--- src/rtl/pic8_pkg.sv ---
package pic8_pkg;
  localparam int NIN = 8;
  localparam int IW  = $clog2(NIN);
  localparam int DW  = 8;

  typedef enum logic [2:0] {ST_IDLE, ST_BASE, ST_CASC, ST_MODE, ST_RUN} init_st_e;

  // returns {found, index} of lowest set bit (highest priority)
  function automatic logic [IW:0] pick_lowest(input logic [NIN-1:0] v);
    logic [IW:0] r;
    r = '0;
    for (int i = NIN - 1; i >= 0; i--) begin
      if (v[i]) r = {1'b1, IW'(i)};
    end
    return r;
  endfunction

  function automatic logic [DW-1:0] vec_of(input logic [DW-1:0] base, input logic [IW-1:0] idx);
    return base + DW'(idx);
  endfunction
endpackage

--- src/rtl/pic8_req_latch.sv ---
module pic8_req_latch #(
  parameter int N = pic8_pkg::NIN
) (
  input  logic         clk,
  input  logic         rst_n,
  input  logic         en,
  input  logic [N-1:0] lines,
  output logic [N-1:0] rise
);
  logic [N-1:0] prev;

  always_ff @(posedge clk or negedge rst_n) begin
    if (!rst_n) prev <= '0;
    else        prev <= lines;
  end

  assign rise = lines & ~prev & {N{en}};
endmodule

--- src/rtl/pic8_prio.sv ---
module pic8_prio
  import pic8_pkg::*;
(
  input  logic [NIN-1:0] irr,
  input  logic [NIN-1:0] imr,
  input  logic [NIN-1:0] isr,
  output logic           win,
  output logic [IW-1:0]  win_idx
);
  logic [IW:0] req_pick, srv_pick;

  assign req_pick = pick_lowest(irr & ~imr);
  assign srv_pick = pick_lowest(isr);
  assign win_idx  = req_pick[IW-1:0];
  assign win      = req_pick[IW] && (!srv_pick[IW] || (req_pick[IW-1:0] < srv_pick[IW-1:0]));
endmodule

--- src/rtl/pic8_init_seq.sv ---
module pic8_init_seq
  import pic8_pkg::*;
(
  input  logic          clk,
  input  logic          rst_n,
  input  logic          bus_wr,
  input  logic          bus_sel,
  input  logic [DW-1:0] bus_wdata,
  output logic          ready,
  output logic          start_evt,
  output logic          mask_wr,
  output logic [DW-1:0] base,
  output logic [DW-1:0] casc,
  output logic          aeoi
);
  init_st_e st, st_nx;
  logic     want_mode, single;
  logic     data_wr;
  logic [DW-1:0] mode;

  assign start_evt = bus_wr && !bus_sel && bus_wdata[4];
  assign data_wr   = bus_wr && bus_sel;
  assign ready     = (st == ST_RUN);
  assign mask_wr   = data_wr && ready;
  assign aeoi      = mode[1];

  always_comb begin
    st_nx = st;
    if (start_evt) st_nx = ST_BASE;
    else if (data_wr) begin
      unique case (st)
        ST_BASE: st_nx = !single ? ST_CASC : (want_mode ? ST_MODE : ST_RUN);
        ST_CASC: st_nx = want_mode ? ST_MODE : ST_RUN;
        ST_MODE: st_nx = ST_RUN;
        default: st_nx = st;
      endcase
    end
  end

  always_ff @(posedge clk or negedge rst_n) begin
    if (!rst_n) begin
      st <= ST_IDLE; want_mode <= 1'b0; single <= 1'b0;
      base <= '0; casc <= '0; mode <= '0;
    end else begin
      st <= st_nx;
      if (start_evt) begin
        want_mode <= bus_wdata[0];
        single    <= bus_wdata[1];
        mode      <= '0;
      end else if (data_wr) begin
        if (st == ST_BASE) base <= bus_wdata;
        if (st == ST_CASC) casc <= bus_wdata;
        if (st == ST_MODE) mode <= bus_wdata;
      end
    end
  end
endmodule

--- src/rtl/pic8_ctrl.sv ---
module pic8_ctrl
  import pic8_pkg::*;
(
  input  logic          clk,
  input  logic          rst_n,
  input  logic          bus_wr,
  input  logic          bus_sel,
  input  logic [DW-1:0] bus_wdata,
  output logic [DW-1:0] bus_rdata,
  input  logic [NIN-1:0] irq_in,
  output logic          int_out,
  input  logic          ack,
  output logic [DW-1:0] vec_out,
  output logic          vec_valid
);
  logic          ready, start_evt, mask_wr, aeoi;
  logic [DW-1:0] base, casc;
  logic [NIN-1:0] irr, isr, imr, rise, irr_nx, isr_nx;
  logic          win;
  logic [IW-1:0] win_idx;
  logic          rd_isr;
  logic          cmd_wr, ack_evt, ack_real, ack_spur, seoi_evt, rsel_evt;
  logic [IW-1:0] seoi_lvl;

  pic8_init_seq u_init (
    .clk(clk), .rst_n(rst_n), .bus_wr(bus_wr), .bus_sel(bus_sel), .bus_wdata(bus_wdata),
    .ready(ready), .start_evt(start_evt), .mask_wr(mask_wr),
    .base(base), .casc(casc), .aeoi(aeoi)
  );

  pic8_req_latch #(.N(NIN)) u_edge (
    .clk(clk), .rst_n(rst_n), .en(ready), .lines(irq_in), .rise(rise)
  );

  pic8_prio u_prio (
    .irr(irr), .imr(imr), .isr(isr), .win(win), .win_idx(win_idx)
  );

  assign cmd_wr   = bus_wr && !bus_sel && !bus_wdata[4] && ready;
  assign seoi_evt = cmd_wr && (bus_wdata[7:3] == 5'b01100);
  assign seoi_lvl = bus_wdata[IW-1:0];
  assign rsel_evt = cmd_wr && (bus_wdata[4:3] == 2'b01) && bus_wdata[1];
  assign ack_evt  = ack && ready;
  assign ack_real = ack_evt && win;
  assign ack_spur = ack_evt && !win;
  assign int_out  = ready && win;

  always_comb begin
    irr_nx = irr;
    isr_nx = isr;
    if (ack_real) begin
      irr_nx[win_idx] = 1'b0;
      if (!aeoi) isr_nx[win_idx] = 1'b1;
    end
    if (seoi_evt) isr_nx[seoi_lvl] = 1'b0;
    irr_nx = irr_nx | rise;
  end

  always_ff @(posedge clk or negedge rst_n) begin
    if (!rst_n) begin
      irr <= '0; isr <= '0; imr <= '1; rd_isr <= 1'b0;
      vec_out <= '0; vec_valid <= 1'b0;
    end else begin
      vec_valid <= ack_evt;
      if (ack_evt) vec_out <= vec_of(base, ack_real ? win_idx : IW'(NIN - 1));
      if (start_evt) begin
        irr <= '0; isr <= '0; imr <= '0; rd_isr <= 1'b0;
      end else begin
        irr <= irr_nx;
        isr <= isr_nx;
        if (mask_wr)  imr <= bus_wdata;
        if (rsel_evt) rd_isr <= bus_wdata[0];
      end
    end
  end

  assign bus_rdata = bus_sel ? imr : (rd_isr ? isr : irr);

  logic unused_casc;
  assign unused_casc = ^casc;
endmodule

--- config.mk ---
export PLATFORM = sky130hd
export DESIGN_NAME = pic8_ctrl
export DESIGN_NICKNAME = d
export VERILOG_FILES = /design/src/rtl/pic8_pkg.sv /design/src/rtl/pic8_req_latch.sv /design/src/rtl/pic8_prio.sv /design/src/rtl/pic8_init_seq.sv /design/src/rtl/pic8_ctrl.sv
export SDC_FILE = /design/constraint.sdc
export NUM_CORES = 1
export LEC_CHECK = 0
export CAP_MARGIN = 20
export CELL_PAD_IN_SITES_DETAIL_PLACEMENT = 2
export CELL_PAD_IN_SITES_GLOBAL_PLACEMENT = 2
export CORE_ASPECT_RATIO = 0.8
export CORE_MARGIN = 10
export CORE_UTILIZATION = 30
export CTS_CLUSTER_DIAMETER = 150
export DETAILED_ROUTE_END_ITERATION = 16
export DONT_BUFFER_PORTS = 1
export PLACE_DENSITY_LB_ADDON = 0.25
export SYNTH_ARGS = -nofsm -noshare
export SYNTH_HDL_FRONTEND = slang
export SYNTH_SLANG_ARGS = --single-unit
--- constraint.sdc ---
create_clock -name clk -period 4.4 [get_ports clk]
set_input_delay 0.44 -clock clk [delete_from_list [all_inputs] [get_ports clk]]
set_output_delay 0.44 -clock clk [all_outputs]
set_load 0.01 [all_outputs]
### Word level (Yosys, flattened, before mapping)

Index checks and enable logic that the tools add are counted.

| storage, ports and cells | value |
|---|---|
| register bits | 57 |
| bits of input ports | 21 |
| output and inout port bits | 18 |
| word-level logic and storage cells | 104 |

| cells by class | value |
|---|---|
| bitwise logic cells | 12 |
| muxes and demuxes | 41 |
| magnitude comparators | 5 |
| add/sub/neg operators | 1 |
| equal/unequal tests | 6 |
| reductions and logical operators | 27 |

Operators with widths:

| cell | count |
|---|---|
| 8-bit two-way mux | 10 |
| 4-bit two-way mux | 16 |
| 8-bit AND | 5 |
| 8-bit inverter | 4 |
| 8-bit bitwise OR | 2 |
| 1-bit logical AND | 15 |
| 3-bit two-way mux | 5 |
| 3-bit one-hot mux with 3 select lines | 1 |
| 8-bit by 3-bit adder with 8-bit output | 1 |
| 3-bit by 4-bit less-than comparator with 1-bit output (second input constant) | 2 |
| 2-bit nonzero test | 4 |
| 1-bit demux with 3-bit select | 2 |
| 3-bit by 2-bit equality test with 1-bit output (second input constant) | 2 |
| 3-bit by 1-bit greater-or-equal comparator with 1-bit output (second input constant) | 2 |
| 2-bit two-way mux | 3 |
| 5-bit by 4-bit equality test with 1-bit output (second input constant) | 1 |
| 1-bit two-way mux | 4 |
| 2-bit AND reduction | 2 |
| 4-bit nonzero test | 1 |
| 3-bit by 1-bit equality test with 1-bit output (second input constant) | 1 |
| 3-bit equality test (second input constant) | 1 |
| 1-bit zero test | 3 |
| 3-bit less-than comparator | 1 |
| 3-bit AND reduction | 1 |
| other kinds (3) | 3 |

### Longest topological paths before layout

| depth | value |
|---|---|
| depth after elaboration | 20 |
| gate-level depth with buffers | 16 |

### Cells and area by module

A second synthesis with hierarchy kept.

| unflattened totals | value |
|---|---|
| cell total of the unflattened synthesis | 319 |
| area, all modules | 3388.2 µm² |

By module, submodules not included:

| module | times used | area each (µm²) | cells each | seq. area each (µm²) |
|---|---|---|---|---|
| pic8_ctrl | 1 | 1826.8 | 188 | 860.8 |
| pic8_init_seq | 1 | 969.7 | 70 | 550.5 |
| pic8_prio | 1 | 321.6 | 45 | 0.0 |
| pic8_req_latch | 1 | 270.3 | 16 | 200.2 |

### Worst setup path after synthesis

Ideal clock, no wire load.

| path | value |
|---|---|
| path kind | register -> register |
| start | reg imr[2] |
| end | reg vec_out[6] |
| library setup time | 136 ps |
| clock period less this slack | 3544 ps |
| stages on the path, launching flop included | 16 |
| data required time | 4264 ps |
| arrival time | 3408 ps |
| path slack | 856 ps |
| path buffers | 0 |
| cell sequence | dfstp_2 nand2b_1 nand4b_1 a21oi_1 ha_1 a211oi_1 o21ai_0 a2111oi_2 inv_1 ha_1 fa_1 a21oi_1 nor2b_1 nand3_1 xor2_1 o21ai_0 |

| on the way | value |
|---|---|
| word-level cells in the longest chain between the ends | 11 |

RTL lines:

| item | RTL line | text |
|---|---|---|
| start, declared | pic8_ctrl.sv:18 | `logic [NIN-1:0] irr, isr, imr, rise, irr_nx, isr_nx;` |
| start signal, assigned | pic8_ctrl.sv:71 | `if (mask_wr) imr <= bus_wdata;` |
| 8-bit inverter (*) | pic8_prio.sv:12 | `assign req_pick = pick_lowest(irr & ~imr);` |
| 8-bit AND (*) | pic8_prio.sv:12 |  |
| 4-bit two-way mux (*) (3 in series) | pic8_pkg.sv:13 | `if (v[i]) r = {1'b1, IW'(i)};` |
| 3-bit less-than comparator | pic8_prio.sv:15 | `assign win = req_pick[IW] && (!srv_pick[IW] \|\| (req_pick[IW-1:0] < srv_pick[IW-1:0]));` |
| 1-bit logical OR | pic8_prio.sv:15 |  |
| 1-bit logical AND | pic8_prio.sv:15 |  |
| 1-bit logical AND | pic8_ctrl.sv:44 | `assign ack_real = ack_evt && win;` |
| 3-bit two-way mux (*) | pic8_ctrl.sv:65 | `if (ack_evt) vec_out <= vec_of(base, ack_real ? win_idx : IW'(NIN - 1));` |
| 8-bit by 3-bit adder with 8-bit output (*) | pic8_pkg.sv:19 | `return base + DW'(idx);` |
| end signal, assigned | pic8_ctrl.sv:65 |  |
| end, declared | pic8_ctrl.sv:13 | `output logic [DW-1:0] vec_out,` |

Every way passes the cells marked *; elsewhere a longest branch is shown, timed or not.
A chain may end at the register's enable or synchronous reset.

### Final worst setup path

| path | value |
|---|---|
| start | reg imr[7] |
| end | reg vec_out[6] |

| on the way | value |
|---|---|
| word-level cells in the longest chain between the ends | 16 |

RTL lines:

| item | RTL line |
|---|---|
| 8-bit inverter (*) | pic8_prio.sv:12 |
| 8-bit AND (*) | pic8_prio.sv:12 |
| 4-bit two-way mux (*) (8 in series) | pic8_pkg.sv:13 |
| 3-bit less-than comparator | pic8_prio.sv:15 |
| 1-bit logical OR | pic8_prio.sv:15 |
| 1-bit logical AND | pic8_prio.sv:15 |
| 1-bit logical AND | pic8_ctrl.sv:44 |
| 3-bit two-way mux (*) | pic8_ctrl.sv:65 |
| 8-bit by 3-bit adder with 8-bit output (*) | pic8_pkg.sv:19 |

Marked as above.

==> results.cfg <==
[layout]
area_growth_pct = 10.2
fin_util = 0.345
fin_nets = 355
antenna_cells = 0
final_layout_size_suffix_gt1_frac = 0.100
finalInstanceArea_um2 = 3380

[worst_setup_path]
crit_path_start_kind = flip-flop
rr_worst_depth = 17
worstPathCellList = nor2b_1, nor2_1, nor2_1, o21a_1, ha_1, a211oi_1, o21ai_0, a2111oi_2, buf_4, inv_1, ha_1, fa_1, a21oi_1, nor2b_1, nand3_1, xor2_1, o21ai_0
cp-end-kind = flip-flop
rr_startpoint = imr[7]
max_stage_delay_ns = 0.56
required_ns = 4.58
path_max_fanout = 4
arrival_ns = 4.05
critPathKind = reg -> reg
cpMaxStageDelayCell = dfstp_2
path_buf_inv = 2
startpoint = imr[7]
timing.rr.end = vec_out[6]
cp_top_family = compound AO/OA/AOI/OAI gates
rrSetupSlack_ns = 0.53

[synthesis]
synth_compound_area_frac = 0.181
ys_seq_area_frac = 0.460
synth_mux_area_frac = 0.0587
synth_top_area_cell = dfrtp_1
synth_xor_area_frac = 0.0171
yosys.area_share.adder = 0.0269
synthSimpleGateAreaFrac = 0.214
yosys_most_used_dff = dfrtp_1
syn-num-nets = 357
ys_types = 55
synth_common_cells = nand2_1, dfrtp_1, o21ai_0
synth_top_family_by_area = simple AND/OR/NAND/NOR gates
synth-edff-count = 0
synthCells = 330
synth_top_area_frac = 0.392
synth_area_per_cell_um2 = 9.30
synth.most_common_cell = nand2_1
synthArstFlopShare = 1.00
syn-cell-area_um2 = 3070
yosys_warnings = 0
ys_ff_latch = 56
synthTopCellsByArea = dfrtp_1, dfstp_2, nand2_1

[die]
die_area_um2 = 14700
num_io_pins = 39
std_cell_rows = 32
start_util = 0.313
die_h_um = 110
core_um2 = 9810
die_w_um = 133

[timing]
rsz0062_at_grt = no
slew_headroom = 0.312
hold_ws_ns = 0.00316
setup-tns-final_ns = 0
max_freq_ghz = 0.259
setup_slack_ns = 0.533
fin_crit_ns = 3.87
final-setup-viol-count = 0
finalCritPeriodShare = 0.879
hold_viol_final = 0
drv_slew = 0
worst_pin_slew_ns = 1.03
worst_clock_skew_ns = 0.00612

[power_and_ir_drop]
ir_drop_mv = 0.200
leakage_nw = 1.32
pwr_density_cell_nw_per_um2 = 705

[clock_tree]
clockBufferDepth = 2
cts.repair.resized = 0
h-tree-depth = 2
numCtsBuffers = 5
root_buffer = clkbuf_16
ctsHoldBuffers = 1
post_cts_buffers = 0
clk_pin_slew_ns = 0.07
cts_tree = done
clock_latency_ns = 0.30
numClockSinks = 56

[routing]
via_per_inst = 5.40
wl_um = 10300
dr_total_vias = 2513
first_pass_iters = 4
drc = 0
drt_iter0_drc = 197
postRouteAntennaNets = 0
wl_per_cell_um = 22.2

[grt]
grt_pass1_wl_um = 16600
grt_pass1_vias = 2742
grt_use_total = 0.141
antenna_found_initial = 0
grt-ovfl-total = 0
grt_max_degree = 57

[job]
drv_cap = 0

[placed_design]
post-place-ws_ns = 0.537
placed_area_um2 = 3190
gp_congestion = 0.889
io_buffers = 0
dp_hpwl_um = 7770

[run_status]
status = finished clean

[hold_path]
hold_class = in -> async
==> final cells by class <==
type                            instances  area, um^2
Sequential cell                        56        1410
Inverter                               16        60.1
Fill cell                            1124        6430
Clock buffer                            6         129
Clock inverter                          2        35.0
Multi-Input combinational cell        245        1530
Tap cell                              136         170
Timing Repair Buffer                    4        50.0
==> routing by layer <==
metal,part of all wire,global-route usage
met5,0,0
met4,0.0056,0.0226
met3,0.045,0.0362
met2,0.44,0.212
met1,0.51,0.201
==> through the flow <==
step | power (mW) | instances
floorplan | 1.60 | 330
global placement | 1.89 | 456
global route | 2.59 | 465
detailed placement | 1.93 | 456
CTS | 2.42 | 465
finish | 2.38 | 465
==> power breakdown <==
part           switching, mW  internal, mW
Combinational          0.631         0.416
Clock                  0.189         0.268
Sequential             0.193         0.688
==> worst max-delay path by stage <==
stage,cells past startpoint,slack [ns],end
2_1_floorplan,15,0.86,vec_out[6]
3_3_place_gp,17,0.67,vec_out[6]
3_5_place_dp,17,0.54,vec_out[6]
4_1_cts,17,0.50,vec_out[6]
5_1_grt,17,0.22,vec_out[6]
6_report,17,0.53,vec_out[6]
==> cell usage in the layout (no fill, tap or decap), types with 3 or more instances in the layout <==
cell type,count
nand3b_1,5
buf_4,3
o21a_1,4
a211oi_1,3
xnor2_1,4
ha_1,5
clkbuf_16,5
nor2b_1,9
nand2b_1,11
o221ai_1,4
a21oi_1,13
o21ai_0,35
a31oi_1,6
nor3_1,4
nor3b_1,7
dfstp_2,8
mux2_2,8
nor4_1,3
nand2_1,51
a21o_1,4
nand3_1,7
o31ai_1,3
dfrtp_1,48
mux2i_1,9
inv_1,16
nor2_1,19
==> sequential cells by signal, summed over array words and instances (netlist names) <==
register	flops
imr	8
irr	8
isr	8
u_edge.prev	8
u_init.base	8
vec_out	8
u_init.st	3
rd_isr	1
u_init.mode	1
u_init.single	1
u_init.want_mode	1
vec_valid	1
==> worst reg2reg max path: cells and delay by family, from the launching register on <==
kind                     cells  cell delay [ns]
adder cells (fa/ha/maj)      3             0.81
buffers and inverters        2             0.27
AO/OA/AOI/OAI                6             1.36
AND/OR/NAND/NOR              5             0.62
XOR/XNOR                     1             0.14
flip-flops                   1             0.56
==> kinds of logic after synthesis <==
group           Yosys count
flops                    56
simple gates            128
fa+ha+maj                 6
xor+xnor                  6
buf+inv                  29
compound gates           88
mux                      17
Note: power is estimated with default switching activity, not from simulation.
